[src/rtl/irqc_pkg.sv]
package irqc_pkg;

  typedef enum logic [1:0] {
    EI_IDLE      = 2'b00,
    EI_WAIT_OWN  = 2'b01,
    EI_WAIT_NEXT = 2'b10
  } ei_stage_e;

  // Position of the lowest set bit; 0 when none is set.
  function automatic int unsigned lowest_set(input logic [31:0] v);
    int unsigned r;
    r = 0;
    for (int i = 31; i >= 0; i--) begin
      if (v[i]) r = i;
    end
    return r;
  endfunction

  // Mask of all bit positions below idx.
  function automatic logic [31:0] below_mask(input int unsigned idx);
    return (32'd1 << idx) - 32'd1;
  endfunction

endpackage

[src/rtl/irqc_edge.sv]
module irqc_edge #(
  parameter int N = 5
) (
  input  logic         clk,
  input  logic         rst_n,
  input  logic [N-1:0] req_i,
  output logic [N-1:0] rise_o
);
  logic [N-1:0] prev_q;

  always_ff @(posedge clk) begin
    if (!rst_n) prev_q <= '0;
    else        prev_q <= req_i;
  end

  assign rise_o = req_i & ~prev_q;
endmodule

[src/rtl/irqc_master.sv]
module irqc_master
  import irqc_pkg::*;
(
  input  logic clk,
  input  logic rst_n,
  input  logic ei_i,
  input  logic di_i,
  input  logic reti_i,
  input  logic boundary_i,
  input  logic ack_i,
  output logic ime_o
);
  ei_stage_e stage_q;
  logic      ime_q;

  always_ff @(posedge clk) begin
    if (!rst_n) begin
      ime_q   <= 1'b0;
      stage_q <= EI_IDLE;
    end else if (di_i || ack_i) begin
      ime_q   <= 1'b0;
      stage_q <= EI_IDLE;
    end else if (reti_i) begin
      ime_q   <= 1'b1;
      stage_q <= EI_IDLE;
    end else if (ei_i) begin
      stage_q <= boundary_i ? EI_WAIT_NEXT : EI_WAIT_OWN;
    end else if (boundary_i) begin
      case (stage_q)
        EI_WAIT_OWN:  stage_q <= EI_WAIT_NEXT;
        EI_WAIT_NEXT: begin
          ime_q   <= 1'b1;
          stage_q <= EI_IDLE;
        end
        default:      stage_q <= EI_IDLE;
      endcase
    end
  end

  assign ime_o = ime_q;

  a_r8_ack_drops_master: assert property (@(posedge clk) disable iff (!rst_n)
    ack_i |=> !ime_o);
  a_r4_di_blocks: assert property (@(posedge clk) disable iff (!rst_n)
    di_i |=> !ime_o);
  a_r5_reti_immediate: assert property (@(posedge clk) disable iff (!rst_n)
    (reti_i && !di_i && !ack_i) |=> ime_o);
  a_r4_ei_deferred: assert property (@(posedge clk) disable iff (!rst_n)
    (ei_i && !ime_o && !reti_i && !di_i && !ack_i) |=> !ime_o);
endmodule

[src/rtl/irqc_prio.sv]
module irqc_prio
  import irqc_pkg::*;
#(
  parameter int N     = 5,
  parameter int IDX_W = 3
) (
  input  logic [N-1:0]     serv_i,
  output logic             any_o,
  output logic [IDX_W-1:0] idx_o
);
  assign any_o = |serv_i;
  assign idx_o = IDX_W'(lowest_set(32'(serv_i)));
endmodule

[src/rtl/irqc_top.sv]
module irqc_top
  import irqc_pkg::*;
#(
  parameter int          NUM_IRQ   = 5,
  parameter int          ADDR_W    = 16,
  parameter int          DATA_W    = 8,
  parameter logic [15:0] FLAG_ADDR = 16'hFF0F,
  parameter logic [15:0] MASK_ADDR = 16'hFFFF,
  localparam int         IDX_W     = (NUM_IRQ > 1) ? $clog2(NUM_IRQ) : 1,
  localparam int         PAD_W     = DATA_W - NUM_IRQ
) (
  input  logic               clk,
  input  logic               rst_n,
  input  logic [NUM_IRQ-1:0] req_i,
  input  logic [ADDR_W-1:0]  bus_addr_i,
  input  logic               bus_wr_i,
  input  logic [DATA_W-1:0]  bus_wdata_i,
  output logic [DATA_W-1:0]  bus_rdata_o,
  input  logic               cmd_ei_i,
  input  logic               cmd_di_i,
  input  logic               cmd_reti_i,
  input  logic               insn_done_i,
  input  logic               ack_i,
  output logic               irq_pending_o,
  output logic [IDX_W-1:0]   irq_index_o
);
  logic [NUM_IRQ-1:0] flags_q, mask_q, rise, serv, ack_clr, flags_d;
  logic               ime, any_serv, flag_wr, mask_wr, ack_take;

  irqc_edge #(.N(NUM_IRQ)) u_edge (
    .clk(clk), .rst_n(rst_n), .req_i(req_i), .rise_o(rise)
  );

  irqc_master u_master (
    .clk(clk), .rst_n(rst_n), .ei_i(cmd_ei_i), .di_i(cmd_di_i),
    .reti_i(cmd_reti_i), .boundary_i(insn_done_i), .ack_i(ack_i), .ime_o(ime)
  );

  assign serv = flags_q & mask_q;

  irqc_prio #(.N(NUM_IRQ), .IDX_W(IDX_W)) u_prio (
    .serv_i(serv), .any_o(any_serv), .idx_o(irq_index_o)
  );

  assign irq_pending_o = ime & any_serv;
  assign flag_wr  = bus_wr_i && (bus_addr_i == ADDR_W'(FLAG_ADDR));
  assign mask_wr  = bus_wr_i && (bus_addr_i == ADDR_W'(MASK_ADDR));
  assign ack_take = ack_i && irq_pending_o;
  assign ack_clr  = ack_take ? (NUM_IRQ'(1) << irq_index_o) : '0;

  always_comb begin
    if (flag_wr) flags_d = bus_wdata_i[NUM_IRQ-1:0];
    else         flags_d = flags_q & ~ack_clr;
    flags_d = flags_d | rise;  // edge wins over any clear
  end

  always_ff @(posedge clk) begin
    if (!rst_n) begin
      flags_q <= '0;
      mask_q  <= '0;
    end else begin
      flags_q <= flags_d;
      if (mask_wr) mask_q <= bus_wdata_i[NUM_IRQ-1:0];
    end
  end

  always_comb begin
    if (bus_addr_i == ADDR_W'(FLAG_ADDR))
      bus_rdata_o = {{PAD_W{1'b1}}, flags_q};
    else if (bus_addr_i == ADDR_W'(MASK_ADDR))
      bus_rdata_o = {{PAD_W{1'b0}}, mask_q};
    else
      bus_rdata_o = '0;
  end

  for (genvar g = 0; g < NUM_IRQ; g++) begin : g_edge_chk
    a_r1_edge_sets: assert property (@(posedge clk) disable iff (!rst_n)
      rise[g] |=> flags_q[g]);
  end

  a_r2_pending_gated: assert property (@(posedge clk) disable iff (!rst_n)
    !ime |-> !irq_pending_o);
  a_r3_lowest_chosen: assert property (@(posedge clk) disable iff (!rst_n)
    irq_pending_o |-> (serv[irq_index_o] &&
      ((32'(serv) & below_mask(32'(irq_index_o))) == 32'd0)));
endmodule

[config.mk]
export PLATFORM = sky130hd
export DESIGN_NAME = irqc_top
export DESIGN_NICKNAME = d
export VERILOG_FILES = /design/src/rtl/irqc_pkg.sv /design/src/rtl/irqc_edge.sv /design/src/rtl/irqc_master.sv /design/src/rtl/irqc_prio.sv /design/src/rtl/irqc_top.sv
export SDC_FILE = /design/constraint.sdc
export NUM_CORES = 1
export LEC_CHECK = 0
export CORE_MARGIN = 2
export CORE_UTILIZATION = 35
export CTS_CLUSTER_DIAMETER = 150
export DETAILED_ROUTE_END_ITERATION = 16
export PLACE_DENSITY = 0.75
export SLEW_MARGIN = 20
export SYNTH_ARGS = -nofsm -noshare
export SYNTH_HDL_FRONTEND = slang
export SYNTH_SLANG_ARGS = --single-unit
[constraint.sdc]
create_clock -name clk -period 1.5 [get_ports clk]
set_input_delay 0.15 -clock clk [delete_from_list [all_inputs] [get_ports clk]]
set_output_delay 0.15 -clock clk [all_outputs]
set_load 0.01 [all_outputs]
### Word level (Yosys, flattened, before mapping)

Cells that the tools add are included.

| word-level totals | value |
|---|---|
| register bits | 18 |
| word-level logic and storage cells | 47 |

| operators by class | value |
|---|---|
| reduce and logical (&&, ||, !) cells | 11 |
| equal/unequal tests | 5 |
| shift-type cells | 1 |
| bitwise logic cells | 8 |
| multiplexer cells | 17 |

Operators with widths:

| kind | count |
|---|---|
| equality test 16 bit (second input constant) | 2 |
| bitwise AND 5 bit | 3 |
| two-way mux 3 bit | 5 |
| two-way mux 5 bit | 3 |
| inverter 5 bit | 2 |
| two-way mux 2 bit | 4 |
| two-way mux 8 bit | 1 |
| nonzero test 2 bit | 3 |
| bitwise OR 5 bit | 1 |
| OR reduction 5 bit | 1 |
| left shift 1 x 3 -> 5 bit (first input constant) | 1 |
| two-way mux 1 bit | 4 |
| logical AND 1 bit | 3 |
| AND reduction 3 bit | 1 |
| OR reduction 3 bit | 1 |
| equality test 2 x 1 -> 1 bit (second input constant) | 1 |
| equality test 2 bit (second input constant) | 1 |
| != test 2 x 1 -> 1 bit (second input constant) | 1 |
| OR reduction 2 bit | 1 |
| bitwise AND 1 bit | 1 |
| logical OR 1 bit | 1 |
| inverter 1 bit | 1 |

### Longest topological paths before layout

Gate-level depths: netlist of the first run.

| logic depth | value |
|---|---|
| depth after elaboration | 12 |
| gate-level depth with buffers | 5 |
| depth with buffers taken out | 4 |

### Hierarchy

From an unflattened synthesis of the first run, not the netlist that was laid out.

| second synthesis, totals | value |
|---|---|
| cells, all modules | 114 |
| area total of the unflattened synthesis | 1016.0 sq um |

By module, submodules not included:

| module | area an instance (sq um) | cells an instance | seq. area each (sq um) | instances |
|---|---|---|---|---|
| irqc_top | 654.4 | 77 | 200.2 | 1 |
| irqc_edge | 162.7 | 15 | 100.1 | 1 |
| irqc_master | 150.1 | 14 | 60.1 | 1 |
| irqc_prio | 48.8 | 8 | 0.0 | 1 |

### Worst setup path after synthesis of the first run

No wires, ideal clock.

| timing path | value |
|---|---|
| path type | input to register |
| start point | input port bus_addr_i[4] |
| end point | register flags_q[3] |
| required time | 1.380 ns |
| buffers on the path | 0 |
| arrival | 1.385 ns |
| stages on the path | 4 |
| path slack | -0.005 ns |
| setup time | 0.120 ns |
| cell sequence | or4_4 -> nor4_4 -> a221oi_1 -> o31a_1 |

| on the way | value |
|---|---|
| word-level cells in the longest chain between the ends | 4 |

Ends and longest elaborated chain:

| what | line | RTL |
|---|---|---|
| start, declared | irqc_top.sv:15 | `input logic [ADDR_W-1:0] bus_addr_i,` |
| equality test 16 bit | irqc_top.sv:46 | `assign flag_wr = bus_wr_i && (bus_addr_i == ADDR_W'(FLAG_ADDR));` |
| logical AND 1 bit | irqc_top.sv:46 |  |
| two-way mux 5 bit | irqc_top.sv:52 | `if (flag_wr) flags_d = bus_wdata_i[NUM_IRQ-1:0];` |
| bitwise OR 5 bit | irqc_top.sv:54 | `flags_d = flags_d \| rise;` |
| end signal, assigned | irqc_top.sv:62 | `flags_q <= flags_d;` |
| end, declared | irqc_top.sv:27 | `logic [NUM_IRQ-1:0] flags_q, mask_q, rise, serv, ack_clr, flags_d;` |

No other way between the ends.
A chain may end at the register's enable or synchronous reset.

### Final worst setup path of the first run

| timing path | value |
|---|---|
| start point | input port bus_addr_i[7] |
| end point | output port bus_rdata_o[3] |

| on the way | value |
|---|---|
| word-level cells in the longest chain between the ends | 3 |
| elaborated cells between the ends (all ways) | 4 |
| classes of those cells | 2 x eq/ne; 2 x mux |

Ends and longest elaborated chain:

| what | line | RTL |
|---|---|---|
| equality test 16 bit | irqc_top.sv:70 | `else if (bus_addr_i == ADDR_W'(MASK_ADDR))` |
| two-way mux 5 bit | irqc_top.sv:70 |  |
| two-way mux 8 bit (*) | irqc_top.sv:68 | `if (bus_addr_i == ADDR_W'(FLAG_ADDR))` |
| end, declared | irqc_top.sv:18 | `output logic [DATA_W-1:0] bus_rdata_o,` |

Mark *: on every way between the ends. The rest lies on a longest branch, timed or not.

==> results of run 1 <==
==> per-stage QoR <==
step,utilization,area (um^2),setup slack (ps),setup TNS [ps]
CTS,0.6542,1635,-261.8,-1559
finish,0.6692,1673,-182.5,-908.9
detailed placement,0.6171,1543,-840.6,-11730
global placement,0.6171,1543,-760.7,-10650
floorplan,-,939.7,-4.590,-4.590
global route,0.6692,1673,-238.2,-1330
==> routing by layer <==
metal	up-vias	wire length [um]	GRT usage
met4	0	33	0.05442
met5	-	0	0
li1	568	-	-
met1	519	1149	0.2040
met2	44	1542	0.3588
met3	4	206	0.04419
==> state kept, by name, indices dropped and copies added (netlist names) <==
register / cells
flags_q: 5
u_edge.prev_q: 5
u_master.stage_q: 2
mask_q: 5
u_master.ime_o: 1
==> worst reg2reg max path: cells and delay by family, from the launching register on <==
| family | cells | cell delay [ps] |
|---|---|---|
| flip-flops | 1 | 320 |
| AO/OA/AOI/OAI | 3 | 630 |
| buffers and inverters | 1 | 160 |
| AND/OR/NAND/NOR | 1 | 210 |
==> worst min-delay path by stage <==
stage / endpoint / slack, ps / cells after the start
floorplan: u_master.ime_o / 230 / 1
global placement: mask_q[3] / 500 / 2
detailed placement: mask_q[4] / 520 / 2
CTS: u_edge.prev_q[3] / 440 / 2
global route: u_edge.prev_q[2] / 460 / 2
finish: u_master.ime_o / 440 / 2
==> logic make-up (layout without fill, tap and decap cells) <==
logic type | after synthesis | count (layout) | share of synthesized area
buffers and inverters | 13 | 88 | 0.06923
AO/OA/AOI/OAI | 39 | 39 | 0.2876
AND/OR/NAND/NOR | 40 | 40 | 0.2596
flip-flops | 18 | 18 | 0.3835
==> cells in the final DEF (no fill, tap or decap), types with 4 or more instances in the layout <==
| cell | Yosys | routed |
|---|---|---|
| buf_2 | 1 | 9 |
| nand2_1 | 4 | 4 |
| o21ai_1 | 0 | 5 |
| buf_4 | 2 | 25 |
| nand4_1 | 4 | 4 |
| dlygate4sd2_1 | 0 | 12 |
| inv_1 | 8 | 8 |
| and2_1 | 6 | 6 |
| clkdlybuf4s50_1 | 0 | 17 |
| dfxtp_1 | 18 | 14 |
| a22o_1 | 7 | 7 |
| nand3_1 | 8 | 8 |
| a32oi_1 | 4 | 4 |
| buf_6 | 1 | 11 |
| a21oi_1 | 12 | 11 |
==> area by class of cell <==
| type | instances | area, um^2 |
|---|---|---|
| Fill cell | 228 | 827.0 |
| Timing Repair Buffer | 76 | 651.9 |
| Multi-Input combinational cell | 79 | 549.3 |
| Sequential cell | 18 | 367.9 |
| Tap cell | 30 | 37.54 |
| Clock buffer | 4 | 36.28 |
| Inverter | 8 | 30.03 |
==> what timing repair did <==
item                                    CTS  global route
resized for setup                        87            14
pin swaps                                10             5
buffers inserted                         11             2
endpoints found under the setup margin   22            20
cloned                                    0             0
==> power by group through the flow <==
stage | combinational [mW] | clock [mW] | sequential (mW)
6_report | 0.182 | 0.287 | 0.507
5_1_grt | 0.198 | 0.318 | 0.509
4_1_cts | 0.175 | 0.293 | 0.509
3_5_place_dp | 0.178 | 0 | 0.519
3_3_place_gp | 0.173 | 0 | 0.518
2_1_floorplan | 0.0492 | 0 | 0.517
==> qor.yml, run 1 <==
status: "complete, but fails checks"
violations: "setup timing"
layout-drive-gt1-share: 0.3622
hold_class: "input pin to flop"
cts_max_path_buffers: 2
cp_num_buf_inv: 5
drtIter0Drc: 21
critPathLaunchType: "input pin"
worst_slack_ps: -182.5
syn_nets: 147
ctsHtreeMaxLevel: 1
grt_usage: 0.1880
pwr-share-comb: 0.187
grt_pass1_wl_um: 4857
rr_endpoint: "flags_q[3]"
cp.depth: 8
max_stage_delay_ps: 540
yosysWarnings: 0
switching_power_mw: 0.2167
fp.dieH_um: 55.82
route.detailed.drc: 0
gp_congestion: 0.7946
row_count: 18
synth_edf_count: 0
cts_buffers: 3
io_buffers: 45
synth_area_um2: 939.7
crit_type: "input pin to primary output"
fmax_mhz: 594.4
io_pins: 49
clk_transition_reported_paths_ps: 100
insertion_delay_ps: 280
wire_per_inst_um: 13.63
crit_path_end: "bus_rdata_o[3]"
maxSlewViolCount: 0
finalCriticalPeriod_ps: 1682
synthFlopType: "dfxtp_1"
critPathSlowestCell: "or4_4"
grt_max_degree: 11
powerDensity_mw_per_mm2: 583.2
start_util: 0.3759
worst_slew_pin_slew_ps: 338.9
vias: 1135
drt_pass1_iterations: 4
areaGrowthSynthToFinish_pct: 78.03
die_w_um: 55.82
instances_no_fill: 215
period_share: 1.122
cp_max_fo: 3
async_flop_share: 0
grt_overflow: 0
worstReg2RegStart: "flags_q[1]"
setup_viol: 8
slew-limit-headroom: 0.7733
reg2reg_depth: 5
nNetsFinal: 223
routed_wl_um: 2930
antenna_cells: 0
crit_family: "simple AND/OR/NAND/NOR gates"
grt_setup_unrepaired: "true"
synth_cells: 110
cp.arrival_ps: 1530
finalHoldViolations: 0
r2r_slack_ps: 70
place_hpwl_um: 2298
syn_area_per_cell_um2: 8.542
finalPower_mw: 0.9756
p_int_mw: 0.7589
startpoint: "bus_addr_i[7]"
switching_share: 0.2221
ys_ff_latch: 18
leakagePower_nw: 0.7370
clkPwrFrac: 0.294
maxCapViolations: 0
synthTopCellsByCount: "18 x dfxtp_1, 12 x a21oi_1, 8 x inv_1, 8 x nand3_1"
cp_common_cell: "buf_6"
grt_pass1_vias: 1133
min_from: "cmd_di_i"
cts_tree: "done"
critical_path.cell_chain: "buf_6, or4_4, nor4_4, buf_6, buf_6, buf_6, a22o_1, buf_2"
clock_sinks: 18
antenna_found_initial: 0
ys_seq_area_frac: 0.3835
final_antenna_net_count: 0
yosysTopAreaCell: "dfxtp_1"
seq_power_share: 0.520
synth_area_leaders: "dfxtp_1 38%, a22o_1 6.5%, a21oi_1 6.4%"
coreArea_mm2: 0.002500
synth_top_area_frac: 0.3835
worstPathRequired_ps: 1350
clk_root_buffer_cell: "clkbuf_4"
cts_hold_buf: 0
endpoint_kind: "primary output"
ys_types: 30
clock_skew_ps: 0.5588
vias_per_cell: 5.279
vdd_ir_drop_max_mv: 0.6920
placedCellCount: 200
dieArea_mm2: 0.003115
yosysMostFrequentCell: "dfxtp_1"
fin_hold_ws_ps: 444.0
Note: power is estimated with default switching activity, not from simulation.
==> run 2: changes to the inputs <==
CAP_MARGIN = 15   (was unset)
==> results of run 2 <==
Same layout as run 1: the final DEF is identical, and so are final timing and power.
